## config.mk

```make
export PLATFORM = sky130hd
export DESIGN_NAME = acq_burst_confirm
export DESIGN_NICKNAME = d
export VERILOG_FILES = /design/src/rtl/acq_pkg.sv /design/src/rtl/acq_integrator.sv /design/src/rtl/acq_gap_timer.sv /design/src/rtl/acq_burst_confirm.sv
export SDC_FILE = /design/constraint.sdc
export NUM_CORES = 1
export LEC_CHECK = 0
export ABC_AREA = 1
export BUFFER_PORTS_ARGS = -buffer_cell sky130_fd_sc_hd__buf_2
export CORE_UTILIZATION = 25
export DETAILED_ROUTE_END_ITERATION = 16
export SLEW_MARGIN = 20
export SYNTH_ARGS = -nofsm -noshare
export SYNTH_HDL_FRONTEND = slang
export SYNTH_SLANG_ARGS = --single-unit
export TNS_END_PERCENT = 1
```

## constraint.sdc

```tcl
create_clock -name clk -period 6.31 [get_ports clk]
set_input_delay 0.631 -clock clk [delete_from_list [all_inputs] [get_ports clk]]
set_output_delay 0.631 -clock clk [all_outputs]
set_load 0.01 [all_outputs]
```

## src/rtl/acq_pkg.sv

```systemverilog
package acq_pkg;
  typedef enum logic [1:0] {
    ST_IDLE,
    ST_REQ,
    ST_BUSY,
    ST_WAIT
  } acq_state_e;
endpackage

```

## src/rtl/acq_integrator.sv

```systemverilog
module acq_integrator #(
  parameter int DIT_W = 8
) (
  input  logic             clk,
  input  logic             rst_n,
  input  logic             sample,
  input  logic             over,
  input  logic [DIT_W-1:0] dit,
  output logic             det_q,
  output logic             confirm_nxt
);
  logic [DIT_W-1:0] cnt_q, cnt_nxt, tgt;
  logic             det_nxt;

  // a target of zero behaves as one
  function automatic logic [DIT_W-1:0] eff_target(input logic [DIT_W-1:0] d);
    return (d == '0) ? DIT_W'(1) : d;
  endfunction

  always_comb begin
    tgt = eff_target(dit);
    if (!over)             cnt_nxt = '0;
    else if (cnt_q >= tgt) cnt_nxt = cnt_q;
    else                   cnt_nxt = cnt_q + DIT_W'(1);
    det_nxt     = over && (cnt_nxt >= tgt);
    confirm_nxt = over && !det_nxt;
  end

  always_ff @(posedge clk) begin
    if (!rst_n) begin
      cnt_q <= '0;
      det_q <= 1'b0;
    end else if (sample) begin
      cnt_q <= cnt_nxt;
      det_q <= det_nxt;
    end
  end
endmodule

```

## src/rtl/acq_gap_timer.sv

```systemverilog
module acq_gap_timer #(
  parameter int SC_W        = 8,
  parameter int SLEEP_TICKS = 4,
  parameter int GAP_TICKS   = 2,
  localparam int MAX_WAIT   = (2**SC_W - 1) * SLEEP_TICKS + GAP_TICKS,
  localparam int WAIT_W     = $clog2(MAX_WAIT + 1)
) (
  input  logic              clk,
  input  logic              rst_n,
  input  logic              load,
  input  logic [SC_W-1:0]   sc,
  input  logic              short_gap,
  input  logic              tick,
  input  logic              waiting,
  output logic [WAIT_W-1:0] load_len,
  output logic              expire
);
  logic [WAIT_W-1:0] cnt_q;

  function automatic logic [WAIT_W-1:0] wait_ticks(input logic [SC_W-1:0] s,
                                                   input logic            shrt);
    if (shrt || s == '0) return WAIT_W'(GAP_TICKS);
    return WAIT_W'(s) * WAIT_W'(SLEEP_TICKS);
  endfunction

  assign load_len = wait_ticks(sc, short_gap);
  assign expire   = waiting && tick && (cnt_q == WAIT_W'(1));

  always_ff @(posedge clk) begin
    if (!rst_n)                                     cnt_q <= '0;
    else if (load)                                  cnt_q <= load_len;
    else if (waiting && tick && cnt_q > WAIT_W'(1)) cnt_q <= cnt_q - WAIT_W'(1);
  end
endmodule

```

## src/rtl/acq_burst_confirm.sv

```systemverilog
module acq_burst_confirm #(
  parameter int SC_W        = 8,
  parameter int DIT_W       = 8,
  parameter int SLEEP_TICKS = 4,
  parameter int GAP_TICKS   = 2,
  localparam int MAX_WAIT   = (2**SC_W - 1) * SLEEP_TICKS + GAP_TICKS,
  localparam int WAIT_W     = $clog2(MAX_WAIT + 1)
) (
  input  logic             clk,
  input  logic             rst_n,
  input  logic             tick,
  input  logic             burst_done,
  input  logic             over_thr,
  input  logic [SC_W-1:0]  sc_cfg,
  input  logic [DIT_W-1:0] dit_cfg,
  input  logic             fast_cfg,
  output logic             burst_req,
  output logic             det_out
);
  import acq_pkg::*;

  acq_state_e        state_q, state_d;
  logic              busy, waiting, sample, expire, confirm_nxt;
  logic [WAIT_W-1:0] load_len;

  assign busy      = (state_q == ST_BUSY);
  assign waiting   = (state_q == ST_WAIT);
  assign sample    = busy && burst_done;
  assign burst_req = (state_q == ST_REQ);

  always_comb begin
    state_d = state_q;
    unique case (state_q)
      ST_IDLE: state_d = ST_REQ;
      ST_REQ:  state_d = ST_BUSY;
      ST_BUSY: if (sample) state_d = ST_WAIT;
      ST_WAIT: if (expire) state_d = ST_REQ;
      default: state_d = ST_IDLE;
    endcase
  end

  always_ff @(posedge clk) begin
    if (!rst_n) state_q <= ST_IDLE;
    else        state_q <= state_d;
  end

  acq_integrator #(.DIT_W(DIT_W)) i_integ (
    .clk         (clk),
    .rst_n       (rst_n),
    .sample      (sample),
    .over        (over_thr),
    .dit         (dit_cfg),
    .det_q       (det_out),
    .confirm_nxt (confirm_nxt)
  );

  acq_gap_timer #(
    .SC_W        (SC_W),
    .SLEEP_TICKS (SLEEP_TICKS),
    .GAP_TICKS   (GAP_TICKS)
  ) i_timer (
    .clk       (clk),
    .rst_n     (rst_n),
    .load      (sample),
    .sc        (sc_cfg),
    .short_gap (fast_cfg && confirm_nxt),
    .tick      (tick),
    .waiting   (waiting),
    .load_len  (load_len),
    .expire    (expire)
  );
endmodule

```

; ---- After elaboration in Yosys (flattened, before gate mapping)
; Cells that the tools add are included.
[classes]
reduce_logical = 14
mux = 11
n_lt_le_gt_ge = 3
n_eq_ne = 6
n_addsub = 2
[op_table]
columns = op, n
row1 = $mux W10, 4
row2 = $mux W8, 3
row3 = $ge A8 B8 Y1, 2
row4 = $logic_not A8 Y1, 2
row5 = $eq A10 B1 Y1 const B, 1
row6 = $gt A10 B1 Y1 const B, 1
row7 = $sub A10 B1 Y10 const B, 1
row8 = $add A8 B1 Y8 const B, 1
row9 = $pmux W2 S4, 1
row10 = $logic_and A1 B1 Y1, 7
row11 = $eq A2 B2 Y1 const B, 2
row12 = $mux W2, 2
row13 = $eq A2 B1 Y1 const B, 1
row14 = $logic_not A2 Y1, 1
row15 = $ne A2 B1 Y1 const B, 1
row16 = $ne A2 B2 Y1 const B, 1
row17 = $reduce_and A2 Y1, 1
row18 = $reduce_bool A2 Y1, 1
row19 = $logic_not A1 Y1, 1
row20 = $logic_or A1 B1 Y1, 1
row21 = $mux W1, 1
[totals]
regBits = 21
output_inout_bits = 2
wordCells = 40

; ---- Depth between registers and ports, before layout
; Gate-level depths: netlist of the first run.
[depth]
word_depth = 14
depth_mapped = 23
depth_no_buf = 23

; ---- By module
; A second synthesis of the first run with hierarchy kept.
[hier_totals]
hier_cells = 352
hier_area_um2 = 2134.5
[modules_own_cells]
columns = mod, n_inst, seq_area_each_um2, area_each_um2, cells_per_inst
row1 = acq_integrator, 1, 180.2, 1116.1, 175
row2 = acq_gap_timer, 1, 200.2, 853.3, 153
row3 = acq_burst_confirm, 1, 40.0, 165.2, 24

; ---- Worst setup path before layout of the first run
; Ideal clock, no wire load.
[synth_path]
path_type = input-to-reg
startpoint = input port dit_cfg[6]
endpoint = register i_timer.cnt_q[5]
path_buffers = 0
path_slack_ns = 3.339
arrival_time_ns = 2.851
cell_stages = 21
cell_sequence = nor4_1 -> a41o_1 -> ha_1 -> inv_1 -> nand2_1 -> nand2_1 -> nand2_1 -> nand2_1 -> nand2_1 -> nand2_1 -> nand3_1 -> nand2_1 -> nor2_1 -> ha_1 -> nand2_1 -> inv_1 -> nor2_1 -> o21a_1 -> nand3_2 -> nand3_1 -> a21oi_2
[synth_between]
elab_chain_len = 14
[synth_lines]
columns = item, line_no
row1 = start: declaration, acq_burst_confirm.sv:15  ; input logic [DIT_W-1:0] dit_cfg,
row2 = $logic_not A8 Y1, acq_integrator.sv:17  ; return (d == '0) ? DIT_W'(1) : d;
row3 = $mux W8 *, acq_integrator.sv:17
row4 = $ge A8 B8 Y1 *, acq_integrator.sv:23  ; else if (cnt_q >= tgt) cnt_nxt = cnt_q;
row5 = $mux W8 *, acq_integrator.sv:23
row6 = $mux W8 *, acq_integrator.sv:22  ; if (!over) cnt_nxt = '0;
row7 = via i_integ.cnt_nxt[7], acq_integrator.sv:12  ; logic [DIT_W-1:0] cnt_q, cnt_nxt, tgt;
row8 = $ge A8 B8 Y1 *, acq_integrator.sv:25  ; det_nxt = over && (cnt_nxt >= tgt);
row9 = $logic_and A1 B1 Y1 *, acq_integrator.sv:25
row10 = $logic_not A1 Y1 *, acq_integrator.sv:26  ; confirm_nxt = over && !det_nxt;
row11 = $logic_and A1 B1 Y1 *, acq_integrator.sv:26
row12 = $logic_and A1 B1 Y1 *, acq_burst_confirm.sv:66  ; .short_gap (fast_cfg && confirm_nxt),
row13 = $logic_or A1 B1 Y1 *, acq_gap_timer.sv:22  ; if (shrt || s == '0) return WAIT_W'(GAP_TICKS);
row14 = $mux W1 *, acq_gap_timer.sv:22
row15 = $mux W10 *, acq_gap_timer.sv:23  ; return WAIT_W'(s) * WAIT_W'(SLEEP_TICKS);
row16 = $mux W10 *, acq_gap_timer.sv:31  ; else if (load) cnt_q <= load_len;
row17 = end signal: assignment, acq_gap_timer.sv:31
row18 = end signal: assignment, acq_gap_timer.sv:32  ; else if (waiting && tick && cnt_q > WAIT_W'(1)) cnt_q <= cnt_q - WAIT_W'(1);
row19 = end: declaration, acq_gap_timer.sv:18  ; logic [WAIT_W-1:0] cnt_q;
; Mark *: on every way through the listed nets, which the timed path passes. The rest lies on a longest branch.
; A chain may end at the register's enable or synchronous reset.

; ---- Worst setup path after layout of the first run
[layout_path]
startpoint = input port dit_cfg[6]
endpoint = register i_timer.cnt_q[1]
; Same word-level chain as after synthesis.

==> key figures, run 1 <==
Detailed routing
  • Vias: 2239
  • Initial DRC count: 87
  • Antenna viol nets, final: 0
  • Drt first pass iters: 4
  • DR WL/cell: 10.7 microns
  • DRC: 0
  • Overall routed net length: 5160 microns
  • Via density: 4.64

Clock network
  • CTS Buf Count: 3
  • Postcts setup bufs: 0
  • CTS clk-pin slew, worst paths: 80 ps
  • Post-CTS sizing: 0
  • Post-CTS Hold Fix Bufs: 0
  • Clk buf depth: 2
  • H-Tree Depth: 1
  • CTS tree: done
  • Skew-Pair Late Insertion Delay: 270 ps
  • CTS Sinks: 21
  • Clock root buffer: clkbuf_8

Setup path
  • Critical path startpoint category: input pin
  • Setup slack, reg-to-reg: between 3000 and 4000 ps
  • CP max FO: 9
  • Crit path required time: 6520 ps
  • CP Capture Type: register
  • WP data arrival: between 3000 and 4000 ps
  • WS Path Type: input pin to register

Power and ir drop
  • P_int: 312 uW
  • Static Leak: about 0.0014 uW
  • Max VDD drop: 111 uV
  • Net Sw Frac: 0.458
  • Total power: between 500 and 600 uW
  • PwrDens: 236 nW/um^2
  • NetSw: 264 uW
  • Reg power frac: 0.311
  • Clock power frac: 0.161
  • Power share of the combinational group: 0.528

STA
  • Max Fclk: 308 MHz
  • Max Transition Viols Final: 0
  • Slew HR: 0.355
  • Worst-Margin Slew: 964 ps
  • Period Utilization, post-route: 0.515
  • # setup viols final: 0
  • Total negative setup slack: 0 ps
  • Clock Skew: around 6.4 ps
  • RSZ-0062 raised after global routing: false
  • Final hold viol count: 0
  • Fin crit period: 3250 ps

GRT
  • Congestion Overflow GR: 0
  • Number of global-route vias before repair: around 2.0k
  • First-pass GRT wire length: around 8800 microns
  • Pin count of the biggest net entering global routing: 30
  • GR Util All Layers: 0.120
  • Initial antenna violation count: 0

Synthesis
  • Unique masters post-synth: 30
  • Share of the synthesized area in the top cell type: 0.191
  • Mapped Area: 2200 sq um
  • Register area share after synthesis: 0.191
  • Syn Nets: roughly 400
  • Post-Synthesis Cells: 357
  • Seq cells post-synth: 21
  • Synth top area cells: dfxtp_1 19%, nand2_1 19%, ha_1 13%
  • Cell taking the most area after synthesis: dfxtp_1
  • Yosys warns: 0
  • Syn avg cell area: approximately 6 sq um

Place
  • HPWL after detailed placement: roughly 4000 microns
  • # port buffers: 23
  • Placed insts: 479
  • Gp weighted congestion: between 0.8 and 0.9
  • Area after DPL: 2390 sq um

Floorplanning
  • Rows: 33
  • I/O Pins: 24
  • Initial Util: 0.263
  • Die Height: 95.7 microns
  • Core area: 8340 sq um
  • DIE AREA: 9170 sq um
  • Die Width: 95.7 microns

Finish
  • Share of cells above drive strength 1: 0.148
  • Fin area: 2440 sq um
  • N_diodes: 0
  • Non-Filler Instances: 483
  • Final Core Density: 0.292
  • # nets final: approximately 420
  • Area growth syn-to-layout: 10.9%

Status
  • Status: finished clean

Job
  • Max Cap Violations: 0

Hold path
  • Type of the worst min-delay path: register to register
logic make-up (layout without fill, tap and decap cells):
kind of cell,count (synthesis),after routing,share of synthesized area
compound gates,34,34,0.101
xor+xnor,5,5,0.0199
fa+ha+maj,23,23,0.131
buf+inv,67,88,0.128
flops,21,21,0.191
simple gates,207,207,0.428
critical path, cell delays in order:
cell	delay [ps]
buf_2	110
nor4_1	260
a41o_1	230
ha_1	250
inv_1	60
nand2_1	40
nand2_1	50
nand2_1	40
nand2_1	50
nand2_1	40
nand2_1	210
nand3_1	150
nand2_1	90
nor2_1	40
ha_1	310
nand2_1	70
inv_1	30
nor2_1	120
o21a_1	180
nand3_2	200
nand2_1	140
nand2_1	70
nand3b_1	90
synthesized netlist by cell type:
master,number
nand2_2,3
nor2_1,31
a21o_1,1
o21a_1,1
nor3_1,1
nor2_2,6
buf_8,1
buf_1,1
ha_1,23
xor2_1,5
nand2_1,109
nand3_2,6
inv_1,59
nand3_1,34
a21oi_1,9
a41o_1,1
o31ai_2,1
buf_4,2
clkbuf_8,1
nor4_1,3
nand3b_1,1
inv_2,2
buf_2,1
nor2_4,1
nand4_1,11
dfxtp_1,21
o22ai_1,1
nand3_4,1
o21ai_0,11
a21oi_2,9
power groups by stage:
stage / clock [uW] / sequential [uW] / combinational [uW]
after floorplan: 0 / 175 / 255
after global placement: 0 / 182 / 298
after detailed placement: 0 / 182 / 302
after CTS: 95.4 / 179 / 304
after global routing: 98.5 / 183 / 355
final: 92.7 / 179 / 304
placed cells by master (no fill, tap or decap):
| master | instances |
|---|---|
| ha_1 | 23 |
| dfxtp_1 | 21 |
| clkinv_2 | 1 |
| o22ai_1 | 1 |
| o21ai_0 | 11 |
| nand3_2 | 6 |
| clkbuf_8 | 3 |
| nand2_2 | 3 |
| a21oi_2 | 9 |
| nor2_4 | 1 |
| nand3b_1 | 1 |
| nor3_1 | 1 |
| nand3_1 | 34 |
| nor2_2 | 6 |
| xor2_1 | 5 |
| a21oi_1 | 9 |
| o31ai_2 | 1 |
| nand3_4 | 1 |
| o21a_1 | 1 |
| buf_2 | 23 |
| nor2_1 | 31 |
| nor4_1 | 3 |
| nand2_1 | 109 |
| inv_2 | 2 |
| a21o_1 | 1 |
| nand4_1 | 11 |
| inv_1 | 59 |
| a41o_1 | 1 |
area by class of cell:
type	count	area (sq um)
clock buffer	3	41.3
sequential	21	420
tap	105	131
fill	947	5900
timing repair buffer	23	115
multi-input combinational	269	1500
clock inverter	1	5.00
inverter	61	229
flip-flops by register name, indices dropped and copies added, names as in the netlist:
| name | cells |
|---|---|
| state_q | 2 |
| i_integ.det_q | 1 |
| i_integ.cnt_q | 8 |
| i_timer.cnt_q | 10 |
through the flow:
| step | worst slack (ps) | hold slack (ps) |
|---|---|---|
| after global routing | 2690 | 505 |
| after detailed placement | 2810 | 467 |
| after CTS | 3080 | 480 |
| final | 3060 | 473 |
| after floorplan | 3340 | 460 |
| after global placement | 2830 | 465 |
worst paths after layout:
path                            cells past startpoint              from          endpoint
worst max-delay path                               23        dit_cfg[6]  i_timer.cnt_q[1]
worst min-delay path                                2     i_integ.det_q     i_integ.det_q
worst max register to register                     17  i_integ.cnt_q[5]  i_timer.cnt_q[1]
worst min register to register                      2     i_integ.det_q     i_integ.det_q
metal layers:
layer | GRT usage | vias up | part of all wire
met4 | 0.0348 | 0 | 0.0081
met5 | 0 | - | 0
met3 | 0.0103 | 4 | 0.031
met2 | 0.208 | 44 | 0.47
met1 | 0.158 | 1010 | 0.49
li1 | - | 1181 | -
No activity file was read; power rests on OpenSTA's default activity.
==> run 2, diff against run 1 <==
ABC_AREA = 0   (was 1)
clock period = 2.71 ns   (was 6.31 ns; I/O delays follow)
==> key figures, run 2 <==
Status
  • Status: finished, violations left
  • Failing checks: negative setup slack

Detailed routing
  • DR WL/cell: 13.6 microns (+28%)
  • Via density: 4.90 (+5.8%)
  • Initial DRC count: 92 (+5.7%)
  • Antenna viol nets, final: 0 (unchanged)
  • Overall routed net length: 5460 microns (+5.8%)
  • DRC: 0 (unchanged)
  • Drt first pass iters: 4 (unchanged)
  • Vias: 1961 (-12%)

Power and ir drop
  • Max VDD drop: 416 uV (+280%)
  • PwrDens: 548 nW/um^2 (+130%)
  • Total power: 1400 uW (+140%)
  • Static Leak: 0.00118 uW (-14%)

Finish
  • Fillers: 791 (-16%)
  • Most frequent cells in the layout: 42 x buf_4, 24 x nand2_1, 23 x ha_1, 23 x buf_2, 22 x nor2_1
  • Share of cells above drive strength 1: 0.279 (+0.131)
  • Biggest register: i_timer.cnt_q
  • Max FFs per register: 10 (unchanged)
  • Final Core Density: 0.347 (+0.0545)
  • Commonest non-fill, non-tap cell in the layout: buf_4
  • N_diodes: 0 (unchanged)
  • Biggest regs: i_timer.cnt_q (10), i_integ.cnt_q (8), state_q (2)
  • Area growth syn-to-layout: 32.5%
  • # nets final: 347 (-18%)

STA
  • Fin worst setup slack: -437 ps (-3500 ps)
  • RSZ-0062 raised after global routing: true
  • Clock Skew: 1.15 ps (-5.29 ps)
  • Period Utilization, post-route: 1.16
  • # setup viols final: 10 (+10)
  • Max Fclk: between 300 and 400 MHz
  • Slew HR: 0.697 (+0.342)
  • Max Transition Viols Final: 0 (unchanged)
  • Total negative setup slack: -3920 ps (-3920 ps)
  • Worst-Margin Slew: 453 ps (-511 ps)
  • Final hold viol count: 0 (unchanged)
  • Fin crit period: ~3100 ps

Clock network
  • Clock root buffer: clkbuf_8
  • Post-CTS Hold Fix Bufs: 0 (unchanged)
  • CTS Buf Count: 3 (unchanged)
  • CTS tree: done
  • Skew-Pair Late Insertion Delay: 260 ps (about the same)
  • Clk buf depth: 2 (unchanged)
  • CTS Sinks: 21 (unchanged)
  • CTS clk-pin slew, worst paths: 80 ps (about the same)
  • H-Tree Depth: 1 (unchanged)

Synthesis
  • Dominant synthesized flop cell: dfxtp_1
  • Syn Nets: 285 (-29%)
  • Mapped Area: 1930 sq um (-12%)
  • Cell taking the most area after synthesis: dfxtp_1
  • Register area share after synthesis: 0.218 (+0.0267)
  • Seq cells post-synth: 21 (unchanged)
  • Syn avg cell area: 8.03 sq um (+31%)
  • Synth top cells by count: 24 x nand2_1, 23 x ha_1, 22 x nor2_1
  • Fraction of registers with async set/reset: 0 (unchanged)
  • Post-Synthesis Cells: 240 (-33%)
  • Unique masters post-synth: 50 (+67%)
  • Share of the synthesized area in the top cell type: 0.218 (+0.0267)
  • Synth top area cells: dfxtp_1 22%, ha_1 15%, nand2_1 4.7%
  • Post-synth EDFFs: 0 (unchanged)
  • Top-count cell post-synth: nand2_1
  • Yosys warns: 0 (unchanged)

Floorplanning
  • DIE AREA: 8070 sq um (-12%)
  • I/O Pins: 24 (unchanged)
  • Die Height: 89.8 microns (-6.2%)
  • Die Width: 89.8 microns (-6.2%)
  • Core area: 7370 sq um (-12%)
  • Rows: 31 (-6.1%)
  • Initial Util: 0.262 (-0.00180)

Setup path
  • WP data arrival: 3310 ps (-150 ps)
  • RR Startpoint: i_integ.cnt_q[3]
  • RR Endpoint: i_timer.cnt_q[5]
  • WS Path Type: input pin to register
  • Critical path startpoint category: input pin
  • CP Capture Type: register
  • Worst path max stage delay: 300 ps (about the same)
  • Slowest cell on the critical path: ha_1
  • Crit path required time: 2870 ps (-3650 ps)
  • CP cell instances: buf_2 -> nor4_4 -> a41o_1 -> ha_1 -> nor3b_2 -> o21a_1 -> o211ai_1 -> xor2_1 -> nor2_1 -> ha_1 -> a211oi_1 -> o21ai_1 -> a211oi_2 -> a311oi_2 -> buf_4 -> a32o_1
  • CP max FO: 7 (-2)
  • CP most frequent cell: ha_1
  • Setup slack, reg-to-reg: -350 ps (-3730 ps)
  • Worst R2R Path Depth: 13 (-4)

Job
  • Max Cap Violations: 0 (unchanged)

Hold path
  • Worst hold path startpoint: sc_cfg[6]
  • Type of the worst min-delay path: input pin to register
  • Worst Hold End: i_timer.cnt_q[8]
  • Hold path cells: 2 (unchanged)

GRT
  • GR Util All Layers: 0.139 (+0.0188)
  • Number of global-route vias before repair: 1927 (-3.2%)
  • Pin count of the biggest net entering global routing: 20 (-33%)
  • First-pass GRT wire length: 9250 microns (+4.9%)
  • Congestion Overflow GR: 0 (unchanged)
  • Initial antenna violation count: 0 (unchanged)

Place
  • HPWL after detailed placement: 4100 microns (+2.4%)
  • Gp weighted congestion: 0.934 (+10%)
  • # port buffers: 23 (unchanged)
-- run 2: cell count changes after synthesis, moves of 9 or more --
| cell | change |
|---|---|
| nand2_1 | -85 |
| inv_1 | -42 |
| nand3_1 | -28 |
| nor2_1 | -9 |
| o21ai_0 | -9 |
-- run 2: how the worst max path moves through the flow --
stage	start	end	cells after the start
detailed placement	dit_cfg[5]	i_timer.cnt_q[3]	17
global route	dit_cfg[5]	i_timer.cnt_q[9]	17
finish	dit_cfg[5]	i_timer.cnt_q[5]	16
CTS	dit_cfg[5]	i_timer.cnt_q[3]	17
global placement	dit_cfg[5]	i_timer.cnt_q[5]	17
floorplan	dit_cfg[5]	i_timer.cnt_q[3]	14
-- run 2: layout make-up --
type	count	area [sq um]	share of cell area
clock buffers	4	45.0	0.0176
inverters	17	63.8	0.0250
multi-input cells	194	1470	0.576
flip-flops and latches	21	420	0.165
well taps	99	124	0.0485
repair buffers	65	430	0.168
-- run 2: repair_timing --
action | CTS | global route
endpoints found under the setup margin | 10 | 10
buffers inserted | 1 | 1
resized for setup | 4 | 2
pin swaps | 3 | 1
endpoints found under the hold margin | 0 | 0
-- run 2: cell families (layout without fill, tap and decap cells) --
family,count (synthesis),in the layout,share of synthesized area
multiplexers,3,3,0.0156
adder cells (fa/ha/maj),23,23,0.149
AO/OA/AOI/OAI,65,65,0.258
XOR/XNOR,12,12,0.0545
AND/OR/NAND/NOR,91,91,0.252
buffers and inverters,25,86,0.0526
flip-flops,21,21,0.218
-- run 2: layer usage --
metal  share of wire  routed length [microns]  vias to the layer above  track usage
met5               0                        0                        -            0
met4          0.0071                       39                        0       0.0219
met3           0.031                      167                        4       0.0254
met2            0.46                     2520                       30        0.237
met1            0.50                     2730                      903        0.184
li1                -                        -                     1024            -
-- run 2: worst max-delay path, delay by kind of cell --
family	cells	cell delay [ps]
AOI/OAI and AO/OA	8	1510
and+or+nand+nor	3	490
adders and majority gates	2	550
buffers and inverters	2	310
xor gates and xnor gates	1	190
-- run 2: metrics by stage --
stage / instance area [sq um] / instances / hold slack (ps) / setup WS [ps]
global placement: 2450 / 394 / 479 / -675
CTS: 2530 / 399 / 242 / -440
global route: 2550 / 400 / 237 / -611
floorplan: 1950 / 240 / 406 / -483
detailed placement: 2450 / 394 / 477 / -768
finish: 2550 / 400 / 254 / -437
-- run 2: power breakdown --
| part | total (uW) | switching [uW] | internal (uW) |
|---|---|---|---|
| sequential | 441 | 82.1 | 359 |
| combinational | 743 | 405 | 338 |
| clock | 215 | 110 | 105 |
==> run 3, diff against run 2 <==
CORE_UTILIZATION = 23   (was 25)
SKIP_LAST_GASP = 1   (was unset)
==> key figures, run 3 (same netlist as run 2, synthesis figures left out) <==
Status
  • Status: finished, violations left
  • Failing checks: negative setup slack

Clock network
  • Clock root buffer: clkbuf_8
  • Post-CTS Hold Fix Bufs: 0 (unchanged)
  • CTS clk-pin slew, worst paths: 90 ps (about the same)
  • Clk buf depth: 2 (unchanged)
  • CTS Buf Count: 3 (unchanged)
  • Skew-Pair Late Insertion Delay: 270 ps (about the same)
  • H-Tree Depth: 1 (unchanged)
  • CTS Sinks: 21 (unchanged)
  • CTS tree: done

Power and ir drop
  • Static Leak: 0.00118 uW (-0.33%)
  • Max VDD drop: 407 uV (-2.3%)
  • Total power: 1410 uW (+0.43%)
  • PwrDens: 554 nW/um^2 (+1.2%)

Setup path
  • Setup slack, reg-to-reg: -410 ps (-60 ps)
  • Critical path startpoint category: input pin
  • Worst R2R Path Depth: 12 (-1)
  • WS Path Type: input pin to register
  • CP Capture Type: register
  • Crit path required time: 2880 ps (about the same)
  • RR Endpoint: i_timer.cnt_q[5]
  • RR Startpoint: i_integ.cnt_q[3]
  • WP data arrival: 3350 ps (+40 ps)
  • CP max FO: 7 (unchanged)

STA
  • Slew HR: 0.675 (-0.0226)
  • Final hold viol count: 0 (unchanged)
  • Max Transition Viols Final: 0 (unchanged)
  • Minimum hold slack: 255 ps (+1.34 ps)
  • Max Fclk: 315 MHz (-0.82%)
  • Fin worst setup slack: -463 ps (-26.2 ps)
  • Period Utilization, post-route: 1.17 (+0.00966)
  • Fin crit period: 3170 ps (+26.2 ps)
  • Worst-Margin Slew: 488 ps (+34.4 ps)
  • Total negative setup slack: -4260 ps (-339 ps)
  • # setup viols final: 10 (unchanged)
  • Clock Skew: 6.26 ps (+5.12 ps)
  • RSZ-0062 raised after global routing: true

Finish
  • Non-Filler Instances: 405 (+1.3%)
  • Biggest regs: i_timer.cnt_q (10), i_integ.cnt_q (8), state_q (2)
  • Share of cells above drive strength 1: 0.273 (-0.00574)
  • Area of the multi-input gates: 1450 sq um (-1.4%)
  • # nets final: 346 (-0.29%)
  • Fin area: 2530 sq um (-0.78%)
  • N_diodes: 0 (unchanged)
  • Max FFs per register: 10 (unchanged)
  • Fillers: 889 (+12%)
  • Biggest register: i_timer.cnt_q
  • Commonest non-fill, non-tap cell in the layout: buf_4
  • Most frequent cells in the layout: 41 x buf_4, 24 x nand2_1, 23 x ha_1, 23 x buf_2, 22 x nor2_1
  • Area growth syn-to-layout: 31.5%
  • Register area: 420 sq um (unchanged)

GRT
  • Pin count of the biggest net entering global routing: 20 (unchanged)
  • Number of global-route vias before repair: 2037 (+5.7%)
  • First-pass GRT wire length: 9580 microns (+3.7%)
  • Initial antenna violation count: 0 (unchanged)
  • Congestion Overflow GR: 0 (unchanged)
  • GR Util All Layers: 0.138 (-0.000172)

Place
  • Gp weighted congestion: 0.829 (-11%)
  • Placed insts: 398 (+1.0%)
  • # port buffers: 23 (unchanged)
  • HPWL after detailed placement: 4210 microns (+2.8%)
  • Area after DPL: 2440 sq um (-0.31%)

Detailed routing
  • Overall routed net length: 5650 microns (+3.6%)
  • Via density: 5.00 (+2.0%)
  • DR WL/cell: 14.0 microns (+2.3%)
  • Antenna viol nets, final: 0 (unchanged)
  • Vias: 2025 (+3.3%)
  • DRC: 0 (unchanged)
  • Drt first pass iters: 4 (unchanged)
  • Initial DRC count: 101 (+9.8%)

Hold path
  • Worst hold path startpoint: sc_cfg[4]
  • Type of the worst min-delay path: input pin to register
  • Hold path cells: 3 (+1)
  • Worst Hold End: i_timer.cnt_q[6]

Job
  • Max Cap Violations: 0 (unchanged)

Floorplanning
  • DIE AREA: 8750 sq um (+8.5%)
  • Die Height: 93.6 microns (+4.2%)
  • Die Width: 93.6 microns (+4.2%)
  • I/O Pins: 24 (unchanged)
  • Initial Util: 0.236 (-0.0258)
  • Core area: 8180 sq um (+11%)
  • Rows: 33 (+6.5%)
-- run 3: routing by layer --
| metal | vias to the layer above | global-route usage | wire, microns |
|---|---|---|---|
| met5 | - | 0 | 0 |
| met4 | 0 | 0.0231 | 23 |
| met3 | 4 | 0.0244 | 249 |
| met2 | 48 | 0.235 | 2720 |
| met1 | 956 | 0.185 | 2660 |
| li1 | 1017 | - | - |
-- run 3: worst max path at each step --
stage	slack (ps)	end	startpoint	cells past startpoint
floorplan	-480	i_timer.cnt_q[3]	dit_cfg[5]	14
global placement	-690	i_timer.cnt_q[5]	dit_cfg[5]	16
detailed placement	-760	i_timer.cnt_q[5]	dit_cfg[5]	15
CTS	-400	i_timer.cnt_q[8]	dit_cfg[5]	16
global route	-660	i_timer.cnt_q[5]	dit_cfg[5]	16
finish	-460	i_timer.cnt_q[5]	dit_cfg[5]	16
-- run 3: worst max-delay path, stage by stage --
cell,delay (ps)
buf_2,110
nor4_2,260
a41o_1,210
ha_1,240
nor3b_2,150
o21a_1,170
buf_4,140
o2111ai_1,150
xor2_1,190
nor2_1,70
ha_1,240
a211oi_2,220
o21ai_1,110
a211oi_2,300
a311oi_4,220
a32o_1,280
-- run 3: timing repair --
item	CTS	global route
resized for setup	1	2
setup endpoints to repair	10	10
setup buffers	2	1
pin swaps	4	4
-- run 3: area by class of cell --
class	count	area share
Inverter	17	0.0252
Clock inverter	1	0.00197
Timing Repair Buffer	64	0.167
Tap cell	105	0.0518
Multi-Input combinational cell	194	0.572
Sequential cell	21	0.166
Clock buffer	3	0.0163
-- run 3: through the flow --
step / setup WS [ps] / utilization
3_3_place_gp: -689 / 0.299
6_report: -463 / 0.310
3_5_place_dp: -756 / 0.299
4_1_cts: -402 / 0.308
2_1_floorplan: -483 / -
5_1_grt: -657 / 0.310
-- run 3: power by group --
| group | switching, uW | leakage (uW) | internal [uW] |
|---|---|---|---|
| combinational | 403 | 0.000979 | 335 |
| clock | 123 | 0.0000255 | 103 |
| sequential | 81.9 | 0.000170 | 359 |
| total | 609 | 0.00118 | 797 |
